File: src/rtl/fcmp_pkg.sv
// Package: shared format widths, relation type and condition-code mapping
// for the scalar compare flag unit.
package fcmp_pkg;

    localparam int SP_EXP_W = 8;
    localparam int SP_MAN_W = 23;
    localparam int DP_EXP_W = 11;
    localparam int DP_MAN_W = 52;
    localparam int SP_W     = 1 + SP_EXP_W + SP_MAN_W;
    localparam int DP_W     = 1 + DP_EXP_W + DP_MAN_W;
    localparam int MAG_W    = DP_W - 1;
    localparam int N_OPS    = 2;

    typedef enum logic [1:0] {
        REL_UN = 2'd0,
        REL_GT = 2'd1,
        REL_LT = 2'd2,
        REL_EQ = 2'd3
    } rel_e;

    typedef struct packed {
        logic zf;
        logic pf;
        logic cf;
    } ccode_t;

    // Fixed mapping from relation to {zero, parity, carry}.
    function automatic ccode_t rel_to_code(input rel_e r);
        ccode_t c;
        case (r)
            REL_UN:  c = '{zf: 1'b1, pf: 1'b1, cf: 1'b1};
            REL_GT:  c = '{zf: 1'b0, pf: 1'b0, cf: 1'b0};
            REL_LT:  c = '{zf: 1'b0, pf: 1'b0, cf: 1'b1};
            default: c = '{zf: 1'b1, pf: 1'b0, cf: 1'b0};
        endcase
        return c;
    endfunction

endpackage

File: src/rtl/fcmp_fmt_decode.sv
// Module: fcmp_fmt_decode
// Splits one IEEE-754 value of a given exponent/mantissa width into sign and
// magnitude and classifies it as NaN, signaling NaN or subnormal.
// Assumes: the top mantissa bit is the quiet bit; a value is NaN when its
// exponent is all ones and its mantissa nonzero.
module fcmp_fmt_decode #(
    parameter int EXP_W = 8,
    parameter int MAN_W = 23,
    localparam int W    = 1 + EXP_W + MAN_W
) (
    input  logic [W-1:0] val_i,
    output logic         sign_o,
    output logic [W-2:0] mag_o,
    output logic         nan_o,
    output logic         snan_o,
    output logic         den_o
);

    logic [EXP_W-1:0] exp_f;
    logic [MAN_W-1:0] man_f;
    logic             man_nz;

    // Field extraction and classification.
    always_comb begin
        exp_f  = val_i[W-2 -: EXP_W];
        man_f  = val_i[MAN_W-1:0];
        man_nz = |man_f;
        sign_o = val_i[W-1];
        mag_o  = val_i[W-2:0];
        nan_o  = (&exp_f) & man_nz;
        snan_o = (&exp_f) & man_nz & ~man_f[MAN_W-1];
        den_o  = ~(|exp_f) & man_nz;
    end

endmodule

File: src/rtl/fcmp_operand.sv
// Module: fcmp_operand
// Decodes one 64-bit operand bus in both precisions and selects the view
// chosen by the precision input. Single mode reads only the low word.
// Assumes: single magnitudes are zero-extended to the double magnitude width.
module fcmp_operand
    import fcmp_pkg::*;
(
    input  logic [DP_W-1:0]  op_i,
    input  logic             dbl_i,
    output logic             sign_o,
    output logic [MAG_W-1:0] mag_o,
    output logic             nan_o,
    output logic             snan_o,
    output logic             den_o
);

    localparam int SP_MAG_W = SP_W - 1;

    logic                sp_sign, sp_nan, sp_snan, sp_den;
    logic [SP_MAG_W-1:0] sp_mag;
    logic                dp_sign, dp_nan, dp_snan, dp_den;
    logic [MAG_W-1:0]    dp_mag;

    fcmp_fmt_decode #(.EXP_W(SP_EXP_W), .MAN_W(SP_MAN_W)) u_sp (
        .val_i  (op_i[SP_W-1:0]),
        .sign_o (sp_sign),
        .mag_o  (sp_mag),
        .nan_o  (sp_nan),
        .snan_o (sp_snan),
        .den_o  (sp_den)
    );

    fcmp_fmt_decode #(.EXP_W(DP_EXP_W), .MAN_W(DP_MAN_W)) u_dp (
        .val_i  (op_i),
        .sign_o (dp_sign),
        .mag_o  (dp_mag),
        .nan_o  (dp_nan),
        .snan_o (dp_snan),
        .den_o  (dp_den)
    );

    // Precision select.
    always_comb begin
        if (dbl_i) begin
            sign_o = dp_sign;
            mag_o  = dp_mag;
            nan_o  = dp_nan;
            snan_o = dp_snan;
            den_o  = dp_den;
        end else begin
            sign_o = sp_sign;
            mag_o  = {{(MAG_W-SP_MAG_W){1'b0}}, sp_mag};
            nan_o  = sp_nan;
            snan_o = sp_snan;
            den_o  = sp_den;
        end
    end

endmodule

File: src/rtl/fcmp_order.sv
// Module: fcmp_order
// Orders two non-NaN values by sign and magnitude; forces unordered when the
// caller flags a NaN. Both zeros compare equal regardless of sign.
// Assumes: magnitudes are exponent:mantissa, so integer order = value order.
module fcmp_order
    import fcmp_pkg::*;
#(
    parameter int MW = MAG_W
) (
    input  logic          sign_a_i,
    input  logic          sign_b_i,
    input  logic [MW-1:0] mag_a_i,
    input  logic [MW-1:0] mag_b_i,
    input  logic          unord_i,
    output rel_e          rel_o
);

    logic both_zero;
    logic a_bigger;

    // Relation decision.
    always_comb begin
        both_zero = ~(|mag_a_i) & ~(|mag_b_i);
        a_bigger  = mag_a_i > mag_b_i;
        if (unord_i)
            rel_o = REL_UN;
        else if (both_zero)
            rel_o = REL_EQ;
        else if (sign_a_i != sign_b_i)
            rel_o = sign_a_i ? REL_LT : REL_GT;
        else if (mag_a_i == mag_b_i)
            rel_o = REL_EQ;
        else if (a_bigger ^ sign_a_i)
            rel_o = REL_GT;
        else
            rel_o = REL_LT;
    end

endmodule

File: src/rtl/fcmp_flag_unit.sv
// Module: fcmp_flag_unit (top)
// Compares two scalar operands and registers the condition code, the three
// cleared flags and the invalid/denormal indications on a strobe. An
// exception whose mask is low blocks the flag update but is still reported.
// Assumes: synchronous active-low reset; one compare per strobe.
module fcmp_flag_unit
    import fcmp_pkg::*;
(
    input  logic            clk,
    input  logic            rst_n,
    input  logic            vld_i,
    input  logic            dbl_i,
    input  logic            sig_mode_i,
    input  logic [DP_W-1:0] opa_i,
    input  logic [DP_W-1:0] opb_i,
    input  logic            msk_inv_i,
    input  logic            msk_den_i,
    output logic            flag_zf_o,
    output logic            flag_pf_o,
    output logic            flag_cf_o,
    output logic            flag_of_o,
    output logic            flag_sf_o,
    output logic            flag_af_o,
    output logic            exc_inv_o,
    output logic            exc_den_o
);

    logic [DP_W-1:0]  ops    [N_OPS];
    logic [N_OPS-1:0] sign_v;
    logic [N_OPS-1:0] nan_v;
    logic [N_OPS-1:0] snan_v;
    logic [N_OPS-1:0] den_v;
    logic [MAG_W-1:0] mag_v  [N_OPS];

    rel_e   rel_c;
    ccode_t code_c;
    ccode_t cc_q;
    logic   unord_c, inv_c, den_c, block_c;
    logic   of_q, sf_q, af_q, inv_q, den_q;

    assign ops[0] = opa_i;
    assign ops[1] = opb_i;

    for (genvar i = 0; i < N_OPS; i++) begin : g_op
        fcmp_operand u_op (
            .op_i   (ops[i]),
            .dbl_i  (dbl_i),
            .sign_o (sign_v[i]),
            .mag_o  (mag_v[i]),
            .nan_o  (nan_v[i]),
            .snan_o (snan_v[i]),
            .den_o  (den_v[i])
        );
    end

    fcmp_order #(.MW(MAG_W)) u_order (
        .sign_a_i (sign_v[0]),
        .sign_b_i (sign_v[1]),
        .mag_a_i  (mag_v[0]),
        .mag_b_i  (mag_v[1]),
        .unord_i  (unord_c),
        .rel_o    (rel_c)
    );

    // Exception detection and update gating.
    always_comb begin
        unord_c = |nan_v;
        inv_c   = sig_mode_i ? (|nan_v) : (|snan_v);
        den_c   = |den_v;
        block_c = (inv_c & ~msk_inv_i) | (den_c & ~msk_den_i);
        code_c  = rel_to_code(rel_c);
    end

    // Flag and exception registers.
    always_ff @(posedge clk) begin
        if (!rst_n) begin
            cc_q  <= '0;
            of_q  <= 1'b0;
            sf_q  <= 1'b0;
            af_q  <= 1'b0;
            inv_q <= 1'b0;
            den_q <= 1'b0;
        end else if (vld_i) begin
            inv_q <= inv_c;
            den_q <= den_c;
            if (!block_c) begin
                cc_q <= code_c;
                of_q <= 1'b0;
                sf_q <= 1'b0;
                af_q <= 1'b0;
            end
        end
    end

    assign flag_zf_o = cc_q.zf;
    assign flag_pf_o = cc_q.pf;
    assign flag_cf_o = cc_q.cf;
    assign flag_of_o = of_q;
    assign flag_sf_o = sf_q;
    assign flag_af_o = af_q;
    assign exc_inv_o = inv_q;
    assign exc_den_o = den_q;

endmodule

File: config.mk
export PLATFORM = sky130hd
export DESIGN_NAME = fcmp_flag_unit
export DESIGN_NICKNAME = d
export VERILOG_FILES = /design/src/rtl/fcmp_pkg.sv /design/src/rtl/fcmp_fmt_decode.sv /design/src/rtl/fcmp_operand.sv /design/src/rtl/fcmp_order.sv /design/src/rtl/fcmp_flag_unit.sv
export SDC_FILE = /design/constraint.sdc
export NUM_CORES = 1
export LEC_CHECK = 0
export BUFFER_PORTS_ARGS = -buffer_cell sky130_fd_sc_hd__buf_2
export CAP_MARGIN = 5
export CORE_MARGIN = 10
export CORE_UTILIZATION = 50
export DETAILED_ROUTE_END_ITERATION = 6
export PLACE_DENSITY = 0.87
export SLEW_MARGIN = 30
export SYNTH_ARGS = -nofsm -noshare
export SYNTH_HDL_FRONTEND = slang
export SYNTH_SLANG_ARGS = --single-unit
export TNS_END_PERCENT = 100
File: constraint.sdc
create_clock -name clk -period 9.1 [get_ports clk]
set_input_delay 0.91 -clock clk [delete_from_list [all_inputs] [get_ports clk]]
set_output_delay 0.91 -clock clk [all_outputs]
set_load 0.01 [all_outputs]
; Yosys cells after proc, flatten, opt, wreduce, memory -nomap -nowiden
; Cells that the tools add are included.
[word_totals]
ff_bits = 5
input_bits = 135
output_inout_bits = 8
word_cells = 77
[op_classes]
n_lt_le_gt_ge = 1
eq_ne = 4
muxes = 18
bitwise = 30
reduce_logical = 19
[op_table]
columns = operator, n
row1 = $mux 63, 2
row2 = $reduce_or 63->1, 2
row3 = $reduce_or 52->1, 2
row4 = $eq 63x63->1, 1
row5 = $gt 63x63->1, 1
row6 = $reduce_or 23->1, 2
row7 = $reduce_and 11->1, 2
row8 = $reduce_or 11->1, 2
row9 = $reduce_and 8->1, 2
row10 = $reduce_or 8->1, 2
row11 = $and 1x1->1, 15
row12 = $not 1->1, 13
row13 = $mux 2, 6
row14 = $mux 1, 9
row15 = $pmux 3 s3, 1
row16 = $reduce_or 2->1, 3
row17 = $eq 2x1->1 const B, 1
row18 = $eq 2x2->1 const B, 1
row19 = $logic_not 2->1, 1
row20 = $reduce_and 2->1, 1
row21 = $ne 1x1->1, 1
row22 = $or 1x1->1, 1
row23 = $xor 1x1->1, 1

; Depth between registers and ports, before layout
; Gate-level depths: netlist (run 1).
[depth]
word_depth = 10
ltp_mapped = 17
mapped_depth_nobuf = 13

; By module
; Synthesis (run 1) repeated with hierarchy kept, for this count alone.
[hier_totals]
hier_cells = 747
area_unflattened_um2 = 5621.6
[modules_own_cells]
columns = mod, n_inst, cells_per_inst, area_each_um2, seq_area_each_um2
row1 = fcmp_order, 1, 279, 1961.9, 0.0
row2 = fcmp_fmt_decode (g_op[0].u_op.u_dp ...), 2, 94, 673.1, 0.0
row3 = fcmp_operand, 2, 74, 646.9, 0.0
row4 = fcmp_fmt_decode (g_op[0].u_op.u_sp ...), 2, 48, 357.8, 0.0
row5 = fcmp_flag_unit, 1, 36, 304.0, 100.1

; Worst setup path before layout (run 1)
; Ideal clock, no wire load.
[synth_timing]
path_kind = input port to flip-flop
from = input port dbl_i
to = register cc_q, in the netlist flag_zf_o
setup_time_ps = 116
arrival_time_ps = 4241
required_ps = 8984
slack_ps = 4743
cell_stages = 17
path_buffers = 4
path_cell_list = clkbuf_1 clkbuf_1 clkbuf_1 buf_1 nand2_1 ha_1 nand4_1 nor4_1 and4_1 o41ai_1 o211ai_1 nor3_1 o31ai_1 nand2_1 ha_1 nand2_1 o211a_1
[synth_between]
elab_chain_cells = 10
elab_cells_between_ends = 38
cone_classes = order compare: 1 / eq/ne: 4 / mux: 18 / bitwise: 8 / reduce/logical: 7
[synth_lines]
columns = element, line_no
row1 = "start, declared", fcmp_flag_unit.sv:12  ; input logic dbl_i,
row2 = $mux 63, fcmp_operand.sv:44  ; if (dbl_i) begin
row3 = $gt 63x63->1, fcmp_order.sv:24  ; a_bigger = mag_a_i > mag_b_i;
row4 = $xor 1x1->1, fcmp_order.sv:33  ; else if (a_bigger ^ sign_a_i)
row5 = $mux 2, fcmp_order.sv:33
row6 = $mux 2, fcmp_order.sv:31  ; else if (mag_a_i == mag_b_i)
row7 = $mux 2, fcmp_order.sv:29  ; else if (sign_a_i != sign_b_i)
row8 = $mux 2, fcmp_order.sv:27  ; else if (both_zero)
row9 = $mux 2, fcmp_order.sv:25  ; if (unord_i)
row10 = "$eq 2x2->1, or another cell as far along", fcmp_pkg.sv:30  ; case (r)
row11 = $pmux 3 s3, fcmp_pkg.sv:30
row12 = "end signal, assigned", fcmp_flag_unit.sv:87  ; cc_q <= code_c;
row13 = "end, declared", fcmp_flag_unit.sv:37  ; ccode_t cc_q;
; Several ways; a longest one is shown, not always the timed one.
; A chain may end at the register's enable or synchronous reset.

; Final worst setup path (run 1)
; Ends and elaborated chain as after synthesis.

==> results of run 1 <==
-- synth_stat cells (all sizes together), types with 6 or more instances --
| cell type | n | area [um^2] |
|---|---|---|
| ha | 64 | 801 |
| nand2 | 55 | 209 |
| inv | 41 | 154 |
| nor4 | 35 | 259 |
| and2 | 34 | 213 |
| nand4 | 31 | 213 |
| a21oi | 27 | 135 |
| nor3 | 15 | 75.1 |
| nand3 | 13 | 65.1 |
| nor2 | 13 | 48.8 |
| o21ai | 11 | 55.1 |
| a221oi | 6 | 52.6 |
| clkbuf | 6 | 22.5 |
-- through the flow --
| step | instances | utilization (%) | cell area, um^2 |
|---|---|---|---|
| after floorplan | 408 | - | 2840 |
| after global placement | 608 | 64.8 | 3570 |
| after detailed placement | 608 | 64.8 | 3570 |
| after CTS | 612 | 65.6 | 3610 |
| after global routing | 612 | 65.7 | 3620 |
| final | 612 | 65.7 | 3620 |
-- power breakdown --
group	internal (W)	total, W	switching (W)
clock	0.0000301	0.0000411	0.0000110
combinational	0.0000656	0.000147	0.0000812
sequential	0.0000239	0.0000249	0.000000964
-- state kept, by name, summed over array words and instances, names as in the netlist --
| name | flops |
|---|---|
| flag_pf_o | 1 |
| flag_zf_o | 1 |
| exc_inv_o | 1 |
| exc_den_o | 1 |
| flag_cf_o | 1 |
-- area by class of cell --
cell class                      instances  area share (%)
Clock buffer                            4            1.25
Multi-Input combinational cell        351            69.9
Timing Repair Buffer                  139            19.3
Sequential cell                         5            2.77
Tap cell                               72            2.49
Inverter                               41            4.25
-- cells by family (layout without fill, tap and decap cells) --
logic type / after synthesis / in the layout / synth area share [%]
buf+inv: 52 / 184 / 7.30
compound gates: 74 / 74 / 18.6
flops: 5 / 5 / 3.54
fa+ha+maj: 64 / 64 / 28.3
other cells: 1 / 3 / 0.133
mux: 3 / 3 / 1.11
simple gates: 207 / 207 / 41.0
-- worst max-delay path: stages --
cell and delay [ns]:
buf_4 0.48, nand2_1 0.11, ha_1 0.34, nand4_1 0.15, nor4_1 0.66, and4_1 0.34, o41ai_1 0.12, o211ai_1 0.14
nor3_1 0.07, o31ai_1 0.25, nand2_1 0.10, ha_1 0.30, nand2_1 0.05, o211a_1 0.11
-- cell usage in the layout, fill, tap and decap left out, types with 2 or more instances in the layout --
master and instances:
dfxtp_1 5, nor2_1 13, nand3_1 13, conb_1 3
ha_1 64, nor4_2 4, nor3_1 15, mux2i_1 2
o21bai_1 2, and2_1 34, nand4_1 28, o21ai_0 10
o211a_1 2, nor3b_1 2, buf_2 138, a21o_1 4
a221oi_1 6, o31ai_1 3, nor2b_1 2, clkbuf_8 3
a21oi_1 27, nor4_1 30, a21boi_0 2, inv_1 41
nand2_1 54, o41ai_1 5, nand4_2 3, o211ai_1 2
-- layer usage --
metal | vias up | GRT usage (%)
met3 | 16 | 4.56
met2 | 161 | 39.5
met4 | 0 | 5.36
met1 | 1659 | 27.1
met5 | - | 0
li1 | 1806 | -
-- worst min-delay path by stage --
stage | startpoint | to | cells after the start
floorplan | flag_cf_o$_SDFFE_PN0P_ | flag_cf_o$_SDFFE_PN0P_ | 2
global placement | exc_den_o$_SDFFE_PN0P_ | exc_den_o$_SDFFE_PN0P_ | 1
detailed placement | flag_zf_o$_SDFFE_PN0P_ | flag_zf_o$_SDFFE_PN0P_ | 1
CTS | exc_den_o$_SDFFE_PN0P_ | exc_den_o$_SDFFE_PN0P_ | 1
global route | exc_den_o$_SDFFE_PN0P_ | exc_den_o$_SDFFE_PN0P_ | 1
finish | exc_den_o$_SDFFE_PN0P_ | exc_den_o$_SDFFE_PN0P_ | 1
==> results.txt, run 1 <==
Pin count of the biggest net entering global routing -> 78
WL final -> 10600 um
Number of H-tree levels -> 1
Starting Density -> 51.4%
Die W -> 95.2 um
Synth Flop Type -> dfxtp_1
Wire length on met2 -> 5140 um
Number of gates resized after cts -> 0
Worst Max-Slew Pin Slew -> 0.700 ns
Mean Syn Cell Area -> 6.97 um^2
Avg WL per Cell -> 17.3 um
Relative slew slack -> 52.9%
Port Buffers -> 139
M1 WL -> 4170 um
Worst-path fanout max -> 77
Die area -> 0.00907 mm^2
Area growth syn-to-layout -> 27.9%
# Max-Cap Violations -> 0
Initial antenna violation count -> 0
Fin worst setup slack -> 5.04 ns
CP startpoint kind -> primary input
Min-Delay Path Class -> reg2reg
Crit end category -> flop
Core Area -> 0.00551 mm^2
Number of synthesized flops with an enable pin -> 0
Top Metal Used -> met4
Register area -> 100 um^2
Multi-input gate area -> 0.00253 mm^2
Clk sinks -> 5
CP arrival -> 4.17 ns
Fin Clk Skew -> 0 ns
Number of synthesized register bits -> 5
Clock Tree Root -> clkbuf_8
Sum Neg Setup Slack -> 0 ns
Pre-Repair DR Iteration Count -> 4
Final hold vios -> 0
Status -> finished clean
Vias in the first global route -> 3761
Crit. Startpoint -> dbl_i
Peak supply drop -> 39.3 uV
Worst R2R End -> exc_inv_o$_SDFFE_PN0P_
DPL Wire Length -> 9400 um
DRT iter0 DRCs -> 210
# DRC -> 0
Fillcell total -> 520
Setup violators final -> 0
Critical path endpoint -> flag_zf_o$_SDFFE_PN0P_
Post-synth cell types -> 50
Syn Std Cell Area -> 0.00283 mm^2
Routed Antenna Nets -> 0
# rows -> 27
Die height -> 95.2 um
Longest Clk Path Bufs -> 2
CTS tree -> yes
Asr flop ratio synth -> 0%
Reg2Reg Launch Point -> exc_inv_o$_SDFFE_PN0P_
GPL Wtd Cong -> 0.977
Tot Pwr -> 0.000213 W
Slew Limit Fails -> 0
Layout cell share with drive strength beyond 1 -> 28.9%
Fmax -> 0.246 GHz
I/O Pins -> 143
Synthesis Warnings -> 0
RSZ-0062 raised after global routing -> false
Worst R2R Setup Slack -> 8.42 ns
Vias -> 3642
GRT overflow -> 0
Mapped Cells -> 406
Clk slew on worst S/H paths -> 0.03 ns
# Post-CTS Setup Buffers -> 0
Final Cycle Share -> 44.6%
Clk Latency, worst-skew pair -> 0.22 ns
TritonCTS Buffers -> 3
First-pass GRT wire length -> 17000 um
Sequential-to-total area share from yosys stat -> 3.54%
Via/cell ratio -> 5.95
Depth of the most critical reg-to-reg path -> 2
Tot GR Track Use -> 22.4%
Hold slack -> 0.496 ns
ANT cells -> 0
Class of the most critical setup path -> in2reg
Lkg Pwr -> 1.88 nW
Worst slack, placed -> 4.52 ns
Required time of the critical path -> 9.21 ns
Tmin final -> 4.06 ns
Final nets -> 740
Wire length on met3 -> 1100 um
Power per Cell Area -> 58.8 mW/mm^2
CTS Hold Bufs -> 0
No activity file was read; power rests on OpenSTA's default activity.
==> run 2, diff against run 1 <==
--- a/config.mk
+++ b/config.mk
@@ -8,9 +8,9 @@
 export BUFFER_PORTS_ARGS = -buffer_cell sky130_fd_sc_hd__buf_2
 export CAP_MARGIN = 5
 export CORE_MARGIN = 10
-export CORE_UTILIZATION = 50
+export CORE_UTILIZATION = 43
 export DETAILED_ROUTE_END_ITERATION = 6
-export PLACE_DENSITY = 0.87
+export PLACE_DENSITY = 0.79
 export SLEW_MARGIN = 30
 export SYNTH_ARGS = -nofsm -noshare
 export SYNTH_HDL_FRONTEND = slang
==> constraint.sdc (replaced) <==
create_clock -name clk -period 3.4 [get_ports clk]
set_input_delay 0.34 -clock clk [delete_from_list [all_inputs] [get_ports clk]]
set_output_delay 0.34 -clock clk [all_outputs]
set_load 0.01 [all_outputs]
==> results.txt, run 2 (synthesis results as in run 1) <==
Tot GR Track Use -> 18.7% (-3.8 points)
Routed Antenna Nets -> 0 (unchanged)
Number of H-tree levels -> 1 (unchanged)
Depth of the most critical reg-to-reg path -> 2 (unchanged)
Worst R2R End -> flag_cf_o$_SDFFE_PN0P_
Final core occ -> 57.7% (-8.0 points)
Switching power -> 0.000249 W (+170%)
CP cell instances -> buf_2 -> buf_12 -> and2_1 -> ha_1 -> a21oi_1 -> o21ai_0 -> a221oi_1 -> o31ai_1 -> a21oi_1 -> a311oi_1 -> o31ai_1 -> nand2_1 -> ha_1 -> nand2_1 -> o211a_1
Tmin final -> 3.09 ns
Reg2Reg Launch Point -> flag_cf_o$_SDFFE_PN0P_
GPL Wtd Cong -> 0.968 (-0.92%)
CTS Hold Bufs -> 0 (unchanged)
Core Area -> 0.00639 mm^2 (+16%)
CP arrival -> 3.20 ns (-0.97 ns)
Pin count of the biggest net entering global routing -> 41 (-47%)
Clk slew on worst S/H paths -> 0.04 ns (about the same)
Required time of the critical path -> 3.51 ns (-5.70 ns)
Clk sinks -> 5 (unchanged)
# Post-CTS Setup Buffers -> 0 (unchanged)
ANT cells -> 0 (unchanged)
Final Cycle Share -> 90.9%
Crit-path slowest cell -> o31ai_1
Port Buffers -> 139 (unchanged)
Sum Neg Setup Slack -> 0 ns (unchanged)
Starting Density -> 44.3% (-7.1 points)
Crit end category -> flop
Via/cell ratio -> 5.84 (-1.9%)
Die height -> 101 um (+6.2%)
Setup violators final -> 0 (unchanged)
Class of the most critical setup path -> in2reg
Number of gates resized after cts -> 0 (unchanged)
Status -> finished clean
TritonCTS Buffers -> 3 (unchanged)
Critical path endpoint -> flag_zf_o$_SDFFE_PN0P_
Pre-Repair DR Iteration Count -> 5 (+1)
Slew Limit Fails -> 0 (unchanged)
CP startpoint kind -> primary input
Initial antenna violation count -> 0 (unchanged)
Worst Max-Slew Pin Slew -> 0.546 ns (-0.155 ns)
WL final -> 10300 um (-2.7%)
Final hold vios -> 0 (unchanged)
Vias in the first global route -> 3745 (-0.43%)
# DRC -> 0 (unchanged)
Clk Latency, worst-skew pair -> 0.22 ns (about the same)
Die area -> 0.0102 mm^2 (+13%)
Fin Clk Skew -> 0 ns (unchanged)
Worst-path fanout max -> 37 (-52%)
Avg WL per Cell -> 16.6 um (-4.0%)
Most common cell after layout, fill and taps aside -> buf_2
Longest Clk Path Bufs -> 2 (unchanged)
Clock Power Share -> 19.3% (about the same)
Final nets -> 743 (+0.41%)
Min-Delay Path Class -> in2reg
Peak supply drop -> 134 uV (+240%)
Area growth syn-to-layout -> 30.2%
Worst R2R Setup Slack -> 2.75 ns (-5.67 ns)
Die W -> 101 um (+6.2%)
Crit-path max cell delay -> 0.38 ns (-0.28 ns)
Switch share -> 43.4% (-0.41 points)
Combinational Power Share -> 69.1% (about the same)
Highest-count cells in the layout ignoring fill and taps -> buf_2 (139), ha_1 (64), nand2_1 (54)
# Max-Cap Violations -> 0 (unchanged)
First-pass GRT wire length -> 16500 um (-2.8%)
I/O Pins -> 143 (unchanged)
Internal power -> 0.000324 W (+170%)
Sequential power share -> 11.6% (about the same)
Lkg Pwr -> 1.91 nW (+1.7%)
GRT overflow -> 0 (unchanged)
Vias -> 3618 (-0.66%)
DRT iter0 DRCs -> 150 (-29%)
Relative slew slack -> 63.4% (+10 points)
RSZ-0062 raised after global routing -> false
Fmax -> 0.323 GHz
Crit. Startpoint -> dbl_i
Clock Tree Root -> clkbuf_8
DPL Wire Length -> 9290 um (-1.2%)
Power per Cell Area -> 156 mW/mm^2 (+160%)
# rows -> 29 (+7.4%)
CTS tree -> yes
Layout cell share with drive strength beyond 1 -> 29.5% (+0.58 points)
run 2: power groups by stage:
stage	clock [W]	sequential, W	combinational (W)
after CTS	0.000113	0.0000664	0.000393
final	0.000111	0.0000663	0.000396
after detailed placement	0	0.0000673	0.000390
after global placement	0	0.0000672	0.000382
after global routing	0.000116	0.0000670	0.000447
after floorplan	0	0.0000695	0.000217
run 2: final cells by class:
| cell class | instances | area (um^2) |
|---|---|---|
| Sequential cell | 5 | 100 |
| Clock buffer | 4 | 45.0 |
| Fill cell | 617 | 2700 |
| Inverter | 41 | 154 |
| Tap cell | 77 | 96.3 |
| Timing Repair Buffer | 142 | 743 |
| Multi-Input combinational cell | 351 | 2540 |
run 2: worst max-delay path: cells and delay by family:
family | cells | cell delay (ns)
adder cells (fa/ha/maj) | 2 | 0.63
AO/OA/AOI/OAI | 8 | 1.60
AND/OR/NAND/NOR | 3 | 0.32
buffers and inverters | 2 | 0.30
run 2: worst min-delay path by stage:
stage / start / slack (ns) / cells after the start / end
after global routing: vld_i / 0.40 / 2 / exc_den_o$_SDFFE_PN0P_
final: rst_n / 0.39 / 2 / flag_zf_o$_SDFFE_PN0P_
after global placement: exc_den_o$_SDFFE_PN0P_ / 0.48 / 1 / exc_den_o$_SDFFE_PN0P_
after floorplan: rst_n / 0.47 / 1 / exc_inv_o$_SDFFE_PN0P_
after CTS: rst_n / 0.39 / 2 / flag_zf_o$_SDFFE_PN0P_
after detailed placement: flag_zf_o$_SDFFE_PN0P_ / 0.49 / 1 / flag_zf_o$_SDFFE_PN0P_
run 2: per-stage QoR:
step / instances / hold WS, ns / setup WS [ns] / instance area, um^2 / total power [W]
floorplan: 408 / 0.468 / 0.0266 / 2860 / 0.000286
CTS: 620 / 0.389 / 0.383 / 3680 / 0.000572
global placement: 616 / 0.485 / 0.256 / 3640 / 0.000449
global route: 620 / 0.397 / 0.0575 / 3680 / 0.000631
finish: 620 / 0.392 / 0.308 / 3680 / 0.000573
detailed placement: 616 / 0.489 / 0.161 / 3640 / 0.000457
run 2: per-layer routing:
metal | global-route usage (%) | vias up | part of all wire [%]
met2 | 34.2 | 131 | 50
li1 | - | 1810 | -
met1 | 21.9 | 1667 | 42
met4 | 3.00 | 0 | 0.62
met5 | 0 | - | 0
met3 | 3.84 | 10 | 8.1
==> run 3, diff against run 2 <==
--- a/config.mk
+++ b/config.mk
@@ -7,12 +7,14 @@
 export LEC_CHECK = 0
 export BUFFER_PORTS_ARGS = -buffer_cell sky130_fd_sc_hd__buf_2
 export CAP_MARGIN = 5
+export CORE_ASPECT_RATIO = 0.9
 export CORE_MARGIN = 10
-export CORE_UTILIZATION = 43
+export CORE_UTILIZATION = 50
 export DETAILED_ROUTE_END_ITERATION = 6
 export PLACE_DENSITY = 0.79
 export SLEW_MARGIN = 30
 export SYNTH_ARGS = -nofsm -noshare
 export SYNTH_HDL_FRONTEND = slang
+export SYNTH_HIERARCHICAL = 1
 export SYNTH_SLANG_ARGS = --single-unit
 export TNS_END_PERCENT = 100
==> results.txt, run 3 <==
CTS Hold Bufs -> 0 (unchanged)
Worst Path Buf+Inv -> 5 (+3)
Worst-path fanout max -> 11 (-70%)
Fillcell total -> 1026 (+66%)
Tot GR Track Use -> 18.9% (+0.27 points)
Fin worst setup slack -> 0.0880 ns (-0.220 ns)
Crit-path slowest cell -> nor4_1
Clk slew on worst S/H paths -> 0.03 ns (about the same)
Slew Limit Fails -> 0 (unchanged)
Sum Neg Setup Slack -> 0 ns (unchanged)
Layout cell share with drive strength beyond 1 -> 44.9% (+15 points)
Status -> finished clean
Internal power -> 0.000599 W (+85%)
TritonCTS Buffers -> 3 (unchanged)
Required time of the critical path -> 3.51 ns (about the same)
Core Area -> 0.0109 mm^2 (+71%)
Fmax -> 0.302 GHz (-6.7%)
Via/cell ratio -> 5.63 (-3.5%)
Mapped Cells -> 747 (+84%)
Tmin final -> 3.31 ns (+0.220 ns)
CP cell instances -> buf_16 -> buf_12 -> clkbuf_16 -> mux2_2 -> buf_4 -> nor4_1 -> nand4_1 -> nor4_1 -> nand2_1 -> nand3_1 -> mux2i_1 -> a311oi_1 -> inv_1 -> ha_1 -> o21ai_0 -> mux2i_1
Number of H-tree levels -> 1 (unchanged)
Clk sinks -> 5 (unchanged)
Hold slack -> 0.398 ns (+0.00610 ns)
I/O Pins -> 143 (unchanged)
Vias -> 5186 (+43%)
CP startpoint kind -> primary input
Asr flop ratio synth -> 0% (unchanged)
Lkg Pwr -> 2.80 nW (+47%)
Fin Clk Skew -> 0 ns (unchanged)
Syn Std Cell Area -> 0.00562 mm^2 (+99%)
Pin count of the biggest net entering global routing -> 37 (-9.8%)
Most common cell after layout, fill and taps aside -> buf_2
Pre-Repair DR Iteration Count -> 5 (unchanged)
Top cell type's share of synthesized area -> 27.9% (-0.40 points)
Die W -> 132 um (+30%)
Setup violators final -> 0 (unchanged)
Initial antenna violation count -> 0 (unchanged)
CTS tree -> yes
Port Buffers -> 139 (unchanged)
Post-Layout Cell Count -> 921 (+49%)
Avg WL per Cell -> 18.9 um (+14%)
# Max-Cap Violations -> 0 (unchanged)
GRT overflow -> 0 (unchanged)
Class of the most critical setup path -> in2reg
Worst slack, placed -> -0.299 ns (-0.460 ns)
DRT iter0 DRCs -> 346 (+130%)
Crit end category -> flop
Power per Cell Area -> 173 mW/mm^2 (+11%)
CP top delay family -> simple AND/OR/NAND/NOR gates
Sequential power share -> 6.6% (-5.0 points)
Clock Power Share -> 18.9% (-0.4 points)
Min-Delay Path Class -> in2reg
Peak supply drop -> 278 uV (+110%)
Starting Density -> 51.6% (+7.3 points)
GPL Wtd Cong -> 0.979 (+1.2%)
# DRC -> 0 (unchanged)
Clk Latency, worst-skew pair -> 0.23 ns (about the same)
Final Cycle Share -> 97.4% (+6.5 points)
Combinational Power Share -> 74.5% (+5.4 points)
Number of synthesized register bits -> 5 (unchanged)
Most numerous cell in the Yosys netlist -> buf_4
ANT cells -> 0 (unchanged)
Clock Tree Root -> clkbuf_16
Leading area contributor after synthesis -> buf_4
Crit-path max cell delay -> 0.46 ns (+0.08 ns)
Area growth syn-to-layout -> 6.70%
Top post-synthesis cells by area -> buf_4 (28%), ha_1 (14%), mux2_2 (14%)
Longest Clk Path Bufs -> 2 (unchanged)
First-pass GRT wire length -> 25000 um (+51%)
Switch share -> 42.2% (-1.2 points)
Placed Instances -> 902 (+46%)
Synthesis Warnings -> 6 (+6)
Placed cell area -> 0.00551 mm^2 (+51%)
Final instance area -> 0.00600 mm^2 (+63%)
Final hold vios -> 0 (unchanged)
Switching power -> 0.000438 W (+76%)
Sequential-to-total area share from yosys stat -> 1.78% (-1.8 points)
Number of synthesized flops with an enable pin -> 0 (unchanged)
Post-synth cell types -> 46 (-8.0%)
Final nets -> 970 (+31%)
Vias in the first global route -> 4805 (+28%)
# rows -> 36 (+24%)
CP arrival -> 3.42 ns (+0.22 ns)
Mean Syn Cell Area -> 7.53 um^2 (+8.0%)
Synth top cells by count -> buf_4 (209), nor4_1 (72), inv_1 (70), mux2_2 (70), ha_1 (65)
Die height -> 121 um (+19%)
WL final -> 17400 um (+69%)
Synth Flop Type -> dfxtp_1
Die area -> 0.0159 mm^2 (+55%)
Routed Antenna Nets -> 0 (unchanged)
Highest-count cells in the layout ignoring fill and taps -> buf_2 (138), buf_4 (76), inv_1 (70), mux2_2 (70), nor4_1 (70)
DPL Wire Length -> 14200 um (+53%)
[run 3: changes by cell type after synthesis, sizes merged, moves of 4 or more]
cell    change
and2       +30
buf       +204
clkbuf      -6
inv        +29
mux2       +69
nand2      -30
nor4       +43
o41ai       -5
or4         +4
[run 3: final timing paths]
path                            slack [ns]  cells after the start                      to                    from
worst max register to register        2.78                      1  exc_den_o$_SDFFE_PN0P_  exc_den_o$_SDFFE_PN0P_
worst min register to register        0.45                      2  flag_zf_o$_SDFFE_PN0P_  flag_zf_o$_SDFFE_PN0P_
worst max-delay path                  0.09                     16  flag_cf_o$_SDFFE_PN0P_                   dbl_i
worst min-delay path                  0.40                      2  exc_den_o$_SDFFE_PN0P_                   vld_i
[run 3: repair_timing]
action	4_1_cts	5_1_grt
gates cloned	1	3
resized for setup	4	36
pin swaps	1	19
endpoints found under the setup margin	2	3
setup buffers	0	11
[run 3: through the flow]
step	util, %	power [W]
2_1_floorplan	-	0.000598
3_3_place_gp	50.5	0.000727
3_5_place_dp	50.5	0.000737
4_1_cts	51.7	0.000947
5_1_grt	55.0	0.00111
6_report	55.0	0.00104
[run 3: layer usage]
metal	GRT usage, %	vias to the layer above	part of all wire [%]
met1	27.0	2341	47
li1	-	2547	-
met5	0	-	0
met4	3.89	0	2.0
met3	3.73	28	8.3
met2	28.7	270	43
[run 3: cells by family (layout without fill, tap and decap cells)]
family,after synthesis,count (layout),synth area share [%]
other,1,3,0.0667
muxes,75,75,14.9
adders and majority gates,65,65,14.5
and+or+nand+nor,261,261,28.7
DFF,5,5,1.78
AOI/OAI and AO/OA,61,61,7.46
buffers and inverters,279,299,32.6
[run 3: power by group through the flow]
stage          logic (W)  registers (W)  clock network [W]
2_1_floorplan   0.000527      0.0000714                  0
3_3_place_gp    0.000658      0.0000686                  0
3_5_place_dp    0.000668      0.0000687                  0
4_1_cts         0.000680      0.0000680           0.000199
5_1_grt         0.000840      0.0000688           0.000201
6_report        0.000773      0.0000680           0.000196
[run 3: area by class of cell]
cell class / count / area (um^2) / area share [%]
clock buffer: 4 / 78.8 / 1.31
inverter: 70 / 263 / 4.38
multi-input combinational: 465 / 3860 / 64.4
sequential: 5 / 100 / 1.67
tap: 152 / 190 / 3.17
timing repair buffer: 225 / 1510 / 25.1
